### config.mk
export PLATFORM = sky130hd
export DESIGN_NAME = exc_frame_seq
export DESIGN_NICKNAME = d
export VERILOG_FILES = /design/src/rtl/exc_frame_pkg.sv /design/src/rtl/exc_frame_build.sv /design/src/rtl/exc_sr_entry.sv /design/src/rtl/exc_irq_gate.sv /design/src/rtl/exc_frame_seq.sv
export SDC_FILE = /design/constraint.sdc
export NUM_CORES = 1
export LEC_CHECK = 0
export ABC_CLOCK_PERIOD_IN_PS = 12400
export CORE_MARGIN = 2
export CORE_UTILIZATION = 50
export CTS_CLUSTER_DIAMETER = 30
export CTS_CLUSTER_SIZE = 16
export DETAILED_ROUTE_END_ITERATION = 6
export DONT_BUFFER_PORTS = 1
export HOLD_SLACK_MARGIN = 0.08
export SYNTH_ARGS = -nofsm -noshare
export SYNTH_HDL_FRONTEND = slang
export SYNTH_SLANG_ARGS = --single-unit
### constraint.sdc
create_clock -name clk -period 12.4 [get_ports clk]
set_input_delay 2.48 -clock clk [delete_from_list [all_inputs] [get_ports clk]]
set_output_delay 2.48 -clock clk [all_outputs]
set_load 0.01 [all_outputs]
### src/rtl/exc_frame_pkg.sv
package exc_frame_pkg;
    localparam int XLEN  = 32;
    localparam int SR_W  = 16;
    localparam int IDX_W = 8;
    localparam int LVL_W = 3;

    localparam logic [1:0] FRAME_TAG = 2'b01;

    typedef enum logic [2:0] {
        ST_IDLE,
        ST_PUSH_PC,
        ST_PUSH_FMT,
        ST_FETCH_VEC,
        ST_DONE,
        ST_POP_FMT,
        ST_POP_PC
    } seq_state_t;

    typedef struct packed {
        logic [1:0]       tag;
        logic [1:0]       mis;
        logic [1:0]       pad;
        logic [IDX_W-1:0] idx;
        logic [1:0]       zero;
        logic [SR_W-1:0]  sr;
    } frame_word_t;
endpackage

### src/rtl/exc_frame_build.sv
module exc_frame_build
    import exc_frame_pkg::*;
#(
    parameter int TRAP_BASE = 32,
    parameter int TRAP_NUM  = 16
) (
    input  logic [IDX_W-1:0] idx,
    input  logic             is_hw,
    input  logic [XLEN-1:0]  pc,
    input  logic [SR_W-1:0]  sr,
    input  logic [XLEN-1:0]  sp,
    output frame_word_t      frame,
    output logic [XLEN-1:0]  ret_addr,
    output logic [XLEN-1:0]  sp_aligned,
    output logic [XLEN-1:0]  vec_off
);
    localparam logic [XLEN-1:0] TRAP_LO = XLEN'(TRAP_BASE);
    localparam logic [XLEN-1:0] TRAP_HI = XLEN'(TRAP_BASE + TRAP_NUM);
    localparam logic [XLEN-1:0] PC_STEP = XLEN'(2);

    logic [XLEN-1:0] idx_wide;
    logic            is_trap;

    assign idx_wide = {{(XLEN-IDX_W){1'b0}}, idx};

    generate
        if (TRAP_NUM > 0) begin : g_trap
            assign is_trap = !is_hw && (idx_wide >= TRAP_LO) && (idx_wide < TRAP_HI);
        end else begin : g_no_trap
            assign is_trap = 1'b0;
        end
    endgenerate

    assign ret_addr   = is_trap ? (pc + PC_STEP) : pc;
    assign sp_aligned = {sp[XLEN-1:2], 2'b00};
    assign vec_off    = {{(XLEN-IDX_W-2){1'b0}}, idx, 2'b00};

    always_comb begin
        frame      = '0;
        frame.tag  = FRAME_TAG;
        frame.mis  = sp[1:0];
        frame.idx  = idx;
        frame.sr   = sr;
    end
endmodule

### src/rtl/exc_sr_entry.sv
module exc_sr_entry
    import exc_frame_pkg::*;
#(
    parameter int S_BIT = 13,
    parameter int M_BIT = 12,
    parameter int I_LSB = 8
) (
    input  logic [SR_W-1:0]  sr_in,
    input  logic             is_hw,
    input  logic [LVL_W-1:0] lvl,
    output logic [SR_W-1:0]  sr_out
);
    always_comb begin
        sr_out        = sr_in;
        sr_out[S_BIT] = 1'b1;
        if (is_hw) begin
            sr_out[I_LSB +: LVL_W] = lvl;
            sr_out[M_BIT]          = 1'b0;
        end
    end
endmodule

### src/rtl/exc_irq_gate.sv
module exc_irq_gate
    import exc_frame_pkg::*;
(
    input  logic [LVL_W-1:0] mask,
    input  logic [LVL_W-1:0] lvl,
    output logic             accept
);
    assign accept = lvl > mask;
endmodule

### src/rtl/exc_frame_seq.sv
module exc_frame_seq
    import exc_frame_pkg::*;
#(
    parameter int TRAP_BASE = 32,
    parameter int TRAP_NUM  = 16,
    parameter int SR_S_BIT  = 13,
    parameter int SR_M_BIT  = 12,
    parameter int SR_I_LSB  = 8
) (
    input  logic             clk,
    input  logic             rst_n,
    input  logic             enter_req,
    input  logic             ret_req,
    input  logic             is_hw,
    input  logic [IDX_W-1:0] exc_idx,
    input  logic [LVL_W-1:0] irq_lvl,
    input  logic [XLEN-1:0]  cur_pc,
    input  logic [SR_W-1:0]  cur_sr,
    input  logic [XLEN-1:0]  cur_sp,
    input  logic [XLEN-1:0]  vbr,
    output logic             mem_req,
    output logic             mem_we,
    output logic [XLEN-1:0]  mem_addr,
    output logic [XLEN-1:0]  mem_wdata,
    input  logic             mem_ack,
    input  logic [XLEN-1:0]  mem_rdata,
    output logic             busy,
    output logic             done,
    output logic [XLEN-1:0]  new_pc,
    output logic [SR_W-1:0]  new_sr,
    output logic [XLEN-1:0]  new_sp
);
    localparam logic [XLEN-1:0] STEP4 = XLEN'(4);
    localparam logic [XLEN-1:0] STEP8 = XLEN'(8);

    seq_state_t state, state_nx;

    logic             irq_ok;
    logic             entry_go;
    logic             ret_go;

    logic [IDX_W-1:0] idx_q;
    logic             hw_q;
    logic [LVL_W-1:0] lvl_q;
    logic [XLEN-1:0]  pc_q;
    logic [SR_W-1:0]  sr_q;
    logic [XLEN-1:0]  sp_q;
    logic [XLEN-1:0]  vbr_q;
    logic [1:0]       fmt_mis_q;
    logic [SR_W-1:0]  fmt_sr_q;

    frame_word_t      frame;
    logic [XLEN-1:0]  ret_addr;
    logic [XLEN-1:0]  sp_al;
    logic [XLEN-1:0]  vec_off;
    logic [SR_W-1:0]  entry_sr;

    exc_irq_gate u_gate (
        .mask   (cur_sr[SR_I_LSB +: LVL_W]),
        .lvl    (irq_lvl),
        .accept (irq_ok)
    );

    exc_frame_build #(
        .TRAP_BASE (TRAP_BASE),
        .TRAP_NUM  (TRAP_NUM)
    ) u_build (
        .idx        (idx_q),
        .is_hw      (hw_q),
        .pc         (pc_q),
        .sr         (sr_q),
        .sp         (sp_q),
        .frame      (frame),
        .ret_addr   (ret_addr),
        .sp_aligned (sp_al),
        .vec_off    (vec_off)
    );

    exc_sr_entry #(
        .S_BIT (SR_S_BIT),
        .M_BIT (SR_M_BIT),
        .I_LSB (SR_I_LSB)
    ) u_sr (
        .sr_in  (sr_q),
        .is_hw  (hw_q),
        .lvl    (lvl_q),
        .sr_out (entry_sr)
    );

    assign entry_go = enter_req && (!is_hw || irq_ok);
    assign ret_go   = ret_req && !entry_go;

    // State register
    always_ff @(posedge clk or negedge rst_n) begin
        if (!rst_n) begin
            state <= ST_IDLE;
        end else begin
            state <= state_nx;
        end
    end

    // Transitions
    always_comb begin
        state_nx = state;
        unique case (state)
            ST_IDLE: begin
                if (entry_go)    state_nx = ST_PUSH_PC;
                else if (ret_go) state_nx = ST_POP_FMT;
            end
            ST_PUSH_PC:   if (mem_ack) state_nx = ST_PUSH_FMT;
            ST_PUSH_FMT:  if (mem_ack) state_nx = ST_FETCH_VEC;
            ST_FETCH_VEC: if (mem_ack) state_nx = ST_DONE;
            ST_POP_FMT:   if (mem_ack) state_nx = ST_POP_PC;
            ST_POP_PC:    if (mem_ack) state_nx = ST_DONE;
            ST_DONE:      state_nx = ST_IDLE;
            default:      state_nx = ST_IDLE;
        endcase
    end

    // Outputs
    always_comb begin
        mem_req   = 1'b0;
        mem_we    = 1'b0;
        mem_addr  = '0;
        mem_wdata = '0;
        busy      = 1'b1;
        done      = 1'b0;
        unique case (state)
            ST_IDLE: busy = 1'b0;
            ST_PUSH_PC: begin
                mem_req   = 1'b1;
                mem_we    = 1'b1;
                mem_addr  = sp_al - STEP4;
                mem_wdata = ret_addr;
            end
            ST_PUSH_FMT: begin
                mem_req   = 1'b1;
                mem_we    = 1'b1;
                mem_addr  = sp_al - STEP8;
                mem_wdata = frame;
            end
            ST_FETCH_VEC: begin
                mem_req  = 1'b1;
                mem_addr = vbr_q + vec_off;
            end
            ST_POP_FMT: begin
                mem_req  = 1'b1;
                mem_addr = sp_q;
            end
            ST_POP_PC: begin
                mem_req  = 1'b1;
                mem_addr = sp_q + STEP4;
            end
            ST_DONE: done = 1'b1;
            default: busy = 1'b0;
        endcase
    end

    // Captured context and commit registers
    always_ff @(posedge clk or negedge rst_n) begin
        if (!rst_n) begin
            idx_q     <= '0;
            hw_q      <= 1'b0;
            lvl_q     <= '0;
            pc_q      <= '0;
            sr_q      <= '0;
            sp_q      <= '0;
            vbr_q     <= '0;
            fmt_mis_q <= '0;
            fmt_sr_q  <= '0;
            new_pc    <= '0;
            new_sr    <= '0;
            new_sp    <= '0;
        end else begin
            if (state == ST_IDLE && (entry_go || ret_go)) begin
                idx_q <= exc_idx;
                hw_q  <= is_hw && entry_go;
                lvl_q <= irq_lvl;
                pc_q  <= cur_pc;
                sr_q  <= cur_sr;
                sp_q  <= cur_sp;
                vbr_q <= vbr;
            end
            if (state == ST_FETCH_VEC && mem_ack) begin
                new_pc <= mem_rdata;
                new_sr <= entry_sr;
                new_sp <= sp_al - STEP8;
            end
            if (state == ST_POP_FMT && mem_ack) begin
                fmt_mis_q <= mem_rdata[29:28];
                fmt_sr_q  <= mem_rdata[SR_W-1:0];
            end
            if (state == ST_POP_PC && mem_ack) begin
                new_pc <= mem_rdata;
                new_sr <= fmt_sr_q;
                new_sp <= (sp_q | {{(XLEN-2){1'b0}}, fmt_mis_q}) + STEP8;
            end
        end
    end

    // access held steady until acknowledged
    a_r9_hold_until_ack: assert property (@(posedge clk) disable iff (!rst_n)
        (mem_req && !mem_ack) |=> (mem_req && $stable(mem_addr) && $stable(mem_we) && $stable(mem_wdata)));

    // pushes go to longword addresses
    a_r9_write_aligned: assert property (@(posedge clk) disable iff (!rst_n)
        (mem_req && mem_we) |-> (mem_addr[1:0] == 2'b00));

    // commit strobe lasts one cycle
    a_r10_done_single: assert property (@(posedge clk) disable iff (!rst_n)
        done |=> !done);

    // no access outside a busy window
    a_r10_req_in_busy: assert property (@(posedge clk) disable iff (!rst_n)
        (mem_req || done) |-> busy);

    // refused interrupt leaves the sequencer idle
    a_r8_refused_stays_idle: assert property (@(posedge clk) disable iff (!rst_n)
        (!busy && enter_req && is_hw && !irq_ok && !ret_req) |=> !busy);

    // supervisor bit set on every entry commit
    a_r5_supervisor_set: assert property (@(posedge clk) disable iff (!rst_n)
        (state == ST_FETCH_VEC && mem_ack) |=> new_sr[SR_S_BIT]);
endmodule

# Word level (Yosys, flattened, before mapping)
# Index checks and enable logic that the tools add are counted.
totals:
  in_bits: 161
  register_bits: 225
  word_cells: 77
  output_inout_bits: 148
classes:
  n_mux: 22
  n_lt_le_gt_ge: 3
  addsub: 6
  n_bitwise: 1
  eq_ne: 11
  n_reduce_logical: 21
ops:
  columns: ["cell", "count"]
  rows:
  - ["32-bit two-way mux", 5]
  - ["32-bit case mux with 5 select lines", 1]
  - ["32-bit case mux with 2 select lines", 1]
  - ["32-bit by 10-bit adder with 32-bit output", 1]
  - ["32-bit by 2-bit adder with 32-bit output (second input constant)", 1]
  - ["32-bit by 3-bit adder with 32-bit output (second input constant)", 1]
  - ["32-bit by 4-bit adder with 32-bit output (second input constant)", 1]
  - ["16-bit two-way mux", 2]
  - ["32-bit by 2-bit bitwise OR with 32-bit output", 1]
  - ["32-bit by 3-bit subtractor with 32-bit output (second input constant)", 1]
  - ["32-bit by 4-bit subtractor with 32-bit output (second input constant)", 1]
  - ["3-bit two-way mux", 7]
  - ["3-bit case mux with 5 select lines", 1]
  - ["3-bit == test (second input constant)", 3]
  - ["1-bit logical AND", 9]
  - ["8-bit by 6-bit >= comparator with 1-bit output (second input constant)", 1]
  - ["8-bit by 6-bit < comparator with 1-bit output (second input constant)", 1]
  - ["3-bit by 2-bit == test with 1-bit output (second input constant)", 2]
  - ["2-bit inequality test (second input constant)", 3]
  - ["6-bit OR reduction", 1]
  - ["1-bit two-way mux", 5]
  - ["5-bit AND reduction", 1]
  - ["5-bit OR reduction", 1]
  - ["2-bit OR reduction", 2]
  - ["other kinds (8)", 11]

# Logic depth before layout (Yosys ltp)
logic_depth:
  word_depth: 8
  depth_mapped: 14

# Hierarchy
# A second synthesis with hierarchy kept.
hier_totals:
  cells_unflattened: 1688
  area_unflattened_um2: 15398.5
modules_own_cells:
  columns: ["mod", "area_each_um2", "n_inst", "seq_area_each_um2", "cells_per_inst"]
  rows:
  - ["exc_frame_seq", 13789.5, 1, 5630.4, 1470]
  - ["exc_frame_build", 1400.1, 1, 0.0, 191]
  - ["exc_sr_entry", 136.4, 1, 0.0, 17]
  - ["exc_irq_gate", 72.6, 1, 0.0, 10]

# Worst setup path before layout
# Ideal clock, no wire load.
synth_timing:
  path_type: "reg2out"
  from: "reg state[1]"
  to: "out mem_addr[30]"
  arrival_time_ns: 4.061
  required_time_ns: 9.920
  slack_ns: 5.859
  path_stages_with_launch: 14
  path_buffers: 3
  path_cell_list: "dfrtp_1 > buf_2 > nand2_1 > nor2_1 > clkinv_1 > clkbuf_1 > ha_1 > clkbuf_1 > nand3_1 > or2_2 > a2111oi_0 > nor3_1 > mux2i_1 > or3_1"
synth_via:
  elab_chain_len: 2
  elab_cells_between_ends: 6
  classes_between: "eq/ne: 5; mux: 1"
synth_lines:
  columns: ["item", "line_no", "rtl"]
  rows:
  - ["start: declaration", "exc_frame_seq.sv:36", "seq_state_t state, state_nx;"]
  - ["start signal: assignment", "exc_frame_seq.sv:98", "state <= state_nx;"]
  - ["3-bit == test (tied with other cells)", "exc_frame_seq.sv:128", "unique case (state)"]
  - ["32-bit case mux with 5 select lines *", "exc_frame_seq.sv:128", null]
  - ["end: declaration", "exc_frame_seq.sv:23", "output logic [XLEN-1:0] mem_addr,"]
# Every way passes the cells marked *; elsewhere a longest branch is shown, timed or not.

# Final worst setup path
layout_timing:
  from: "reg state[2]"
  to: "out mem_addr[29]"
# The elaborated chain is that of the path after synthesis.

==> results.md <==
* Slowest stage delay, CP at approximately 0.82 ns
* WL final at approximately 46 mm
* Die width at between 150 and 200 µm
* CTS tree: yes
* Clk Latency, worst-skew pair at 0.56 ns
* Final hold violation count at 0
* CP endpoint kind: primary output
* RSZ-0062 raised after global routing: false
* CTS buffer count at 51
* Post-Syn Area at 14300 µm²
* P_sw at 2.51 mW
* Crit-path slowest cell: a2111oi_0
* Clk pwr share at 25.0%
* Initial Utilization at 51.1%
* Final net count at 1729
* Register share of total power at 30.2%
* Crit path cell chain: nand2_1 > nor2_1 > clkinv_1 > buf_4 > ha_1 > o211ai_1 > o21a_1 > a211oi_2 > o311ai_2 > a2111oi_0 > or2_2 > o211ai_1
* Core Footprint at 28000 µm²
* GRT overflow at 0
* Share of layout cells above drive strength 1 at 18.5%
* Gpl congestion at 0.969
* First-pass DRT Iterations at 6
* Post-synthesis area per instance at 9.23 µm²
* Full die area at 30000 µm²
* 1st-iter DRT viols at between 1000 and 1500
* Most frequent cells in the layout: nand2_1, dfrtp_1, mux2_2
* Via Count at 12100
* Critical path fanouts, max at 37
* CTS hold repair buffers at 0
* Initial antenna violation count at 7
* Cells after synthesis at 1552
* Hold_sp: lvl_q[0]
* WHS at 0.482 ns
* Fin Clk Skew at 0.0224 ns
* Post_cts resized at 0
* Arr. time, crit path at 5.68 ns
* Crit Path Category: reg2out
* Placed Instances at around 1800
* Int Pwr at slightly above 3 mW
* CP Launch Type: register
* Area grow syn2layout at 14.0%
* Sequential area share after synthesis at between 30% and 40%
* Clock slew seen by the registers of the worst setup and hold paths at ~0.05 ns
* Required @ worst endpoint at 9.92 ns
* Post-DP Area at 14500 µm²
* Number of enable flip-flop cells after synthesis at 0
* Final max-slew violation count at 0
* Seq cells post-synth at 225
* Final Setup Violations at 0
* Commonest non-fill, non-tap cell in the layout: nand2_1
* Syn Nets at 1763
* Fmax at 0.123 GHz
* IO Port Bufs at 0
* Final period util at 65.8%
* Detailed Place HPWL at 33.2 mm
* R2r startpoint: state[1]
* CP Launch Point: state[2]
* Sum Neg Setup Slack at 0 ns
* GRT Total Usage at between 20% and 30%
* Power share of the combinational group at 44.7%
* Final ANT Viol Nets at 0
* CTS HTree Levels at 2
* Slew HR at 27.5%
* Prevailing post-synth register cell: dfrtp_1
* PD cells at 339 nW/µm²
* DRC at 0
* Post-route cell area at 16300 µm²
* Synthesis Warnings at 0
* Post-synth ARST share at 100%
* DR WL/cell at 23.5 µm
* Worst-margin pin slew at 1.08 ns
* Pwr Total at 5.54 mW
* Peak VDD IR at around 0.19 mV
* Sink Count at approximately 230
* Switch share at 45.3%
* FP Rows at 61
* Max clock buf depth at 3
* Leakage power at 6.76 nW
* Post CTS Setup Buffer Count at 0
* First-pass GRT wire length at 69.8 mm
* Clk root buf: clkbuf_16
* Die Y at 173 µm
* I/O Pins at 309
* Clock period minus worst slack at 8.16 ns
* Pin count of the biggest net entering global routing at 226
* CP most frequent cell: o211ai_1
* Hold Crit Class: reg2reg
* Vias per cell at 6.25
* Status: finished, final reports clean
* Max-cap violations at 0
* Vias in the first global route at 11800
* Non-filler cells, final at 1942
* Yosys cell types at 81
worst max-delay path, delay by kind of cell, from the launching register on:
kind | cells | cell delay, ns
compound gates | 6 | 1.99
flops | 1 | 0.77
fa+ha+maj | 1 | 0.45
simple gates | 3 | 0.91
buf+inv | 2 | 0.97
layout make-up:
type                       count  area, µm²
timing repair buffer          13       97.6
sequential                   225       5630
fill                        2474      11700
antenna                        4       10.0
multi-input combinational   1203       8200
tap                          378        473
clock buffer                  56       1330
clock inverter                39        498
inverter                      24       90.1
synth_stat cells, types with 3 or more instances:
cell type / count / area, µm²
a2111oi_0: 3 / 26.3
a21o_1: 20 / 150
buf_1: 8 / 30.0
buf_2: 22 / 110
nor4_1: 5 / 31.3
dfrtp_1: 225 / 5630
nor3_1: 27 / 135
or2_2: 9 / 56.3
xnor2_1: 45 / 394
a2111o_1: 3 / 33.8
buf_4: 4 / 30.0
a22o_1: 9 / 78.8
a211o_1: 4 / 35.0
nor2b_1: 8 / 50.1
and3_1: 24 / 150
o211ai_1: 15 / 113
nand2_1: 231 / 867
inv_1: 22 / 82.6
a31oi_1: 8 / 50.1
nand2b_1: 5 / 31.3
o22ai_1: 43 / 269
nand3_1: 43 / 215
a221o_1: 3 / 30.0
o21a_1: 8 / 60.1
nor4_4: 6 / 128
a22oi_1: 16 / 120
o21ai_0: 74 / 370
nor2_1: 101 / 379
nand4_1: 30 / 188
mux2i_1: 8 / 80.1
xor2_1: 42 / 368
a21oi_1: 99 / 495
ha_1: 48 / 601
clkbuf_1: 65 / 244
a32o_1: 3 / 30.0
or3_1: 15 / 93.8
o221ai_1: 8 / 70.1
a211oi_1: 13 / 97.6
o22a_1: 4 / 35.0
and4_1: 8 / 70.1
o21ai_1: 11 / 55.1
nor4_2: 3 / 37.5
mux2_2: 143 / 1610
and2_1: 6 / 37.5
a221oi_1: 8 / 70.1
routing by layer:
layer,track usage (%),wire [µm]
met1,40.3,19500
met2,45.1,20300
met3,8.38,4120
met4,10.2,1550
met5,0,41
sequential cells by signal (all words and copies together) (netlist names):
name and cells:
new_pc 32, new_sp 32, pc_q 32, sp_q 32, vbr_q 32, fmt_sr_q 16
new_sr 16, sr_q 16, idx_q 8, lvl_q 3, state 3, fmt_mis_q 2
hw_q 1
cells by family (layout without fill, tap and decap cells):
logic type	Yosys count	count (layout)	share of synthesized area [%]
DFF	225	225	39.3
adders and majority gates	50	50	4.47
buffers and inverters	124	132	3.60
muxes	152	152	11.9
and+or+nand+nor	539	539	18.6
xor gates and xnor gates	87	87	5.32
AOI/OAI and AO/OA	375	375	16.8
other	0	4	0
through the flow:
stage          utilization [%]  worst slack [ns]
2_1_floorplan                -              5.86
3_3_place_gp              51.7              5.14
3_5_place_dp              51.7              4.98
4_1_cts                   58.2              4.36
5_1_grt                   58.3              3.84
6_report                  58.3              4.24
power groups by stage:
stage                     registers (mW)  clock network [mW]  logic [mW]
after floorplan                     1.40                   0        2.02
final                               1.68                1.39        2.48
after global routing                1.73                1.44        2.72
after detailed placement            1.67                   0        2.45
after global placement              1.66                   0        2.42
after CTS                           1.67                1.41        2.46
final timing paths:
check	end	slack, ns	cells after the start
max	mem_addr[29]	4.24	12
min	lvl_q[0]	0.48	2
max reg2reg	new_sp[20]	8.65	7
min reg2reg	lvl_q[0]	0.48	2
max in group asynchronous	sp_q[20]	10.24	0
min in group asynchronous	sp_q[24]	1.64	0
Power figures use the tool's default switching activity.
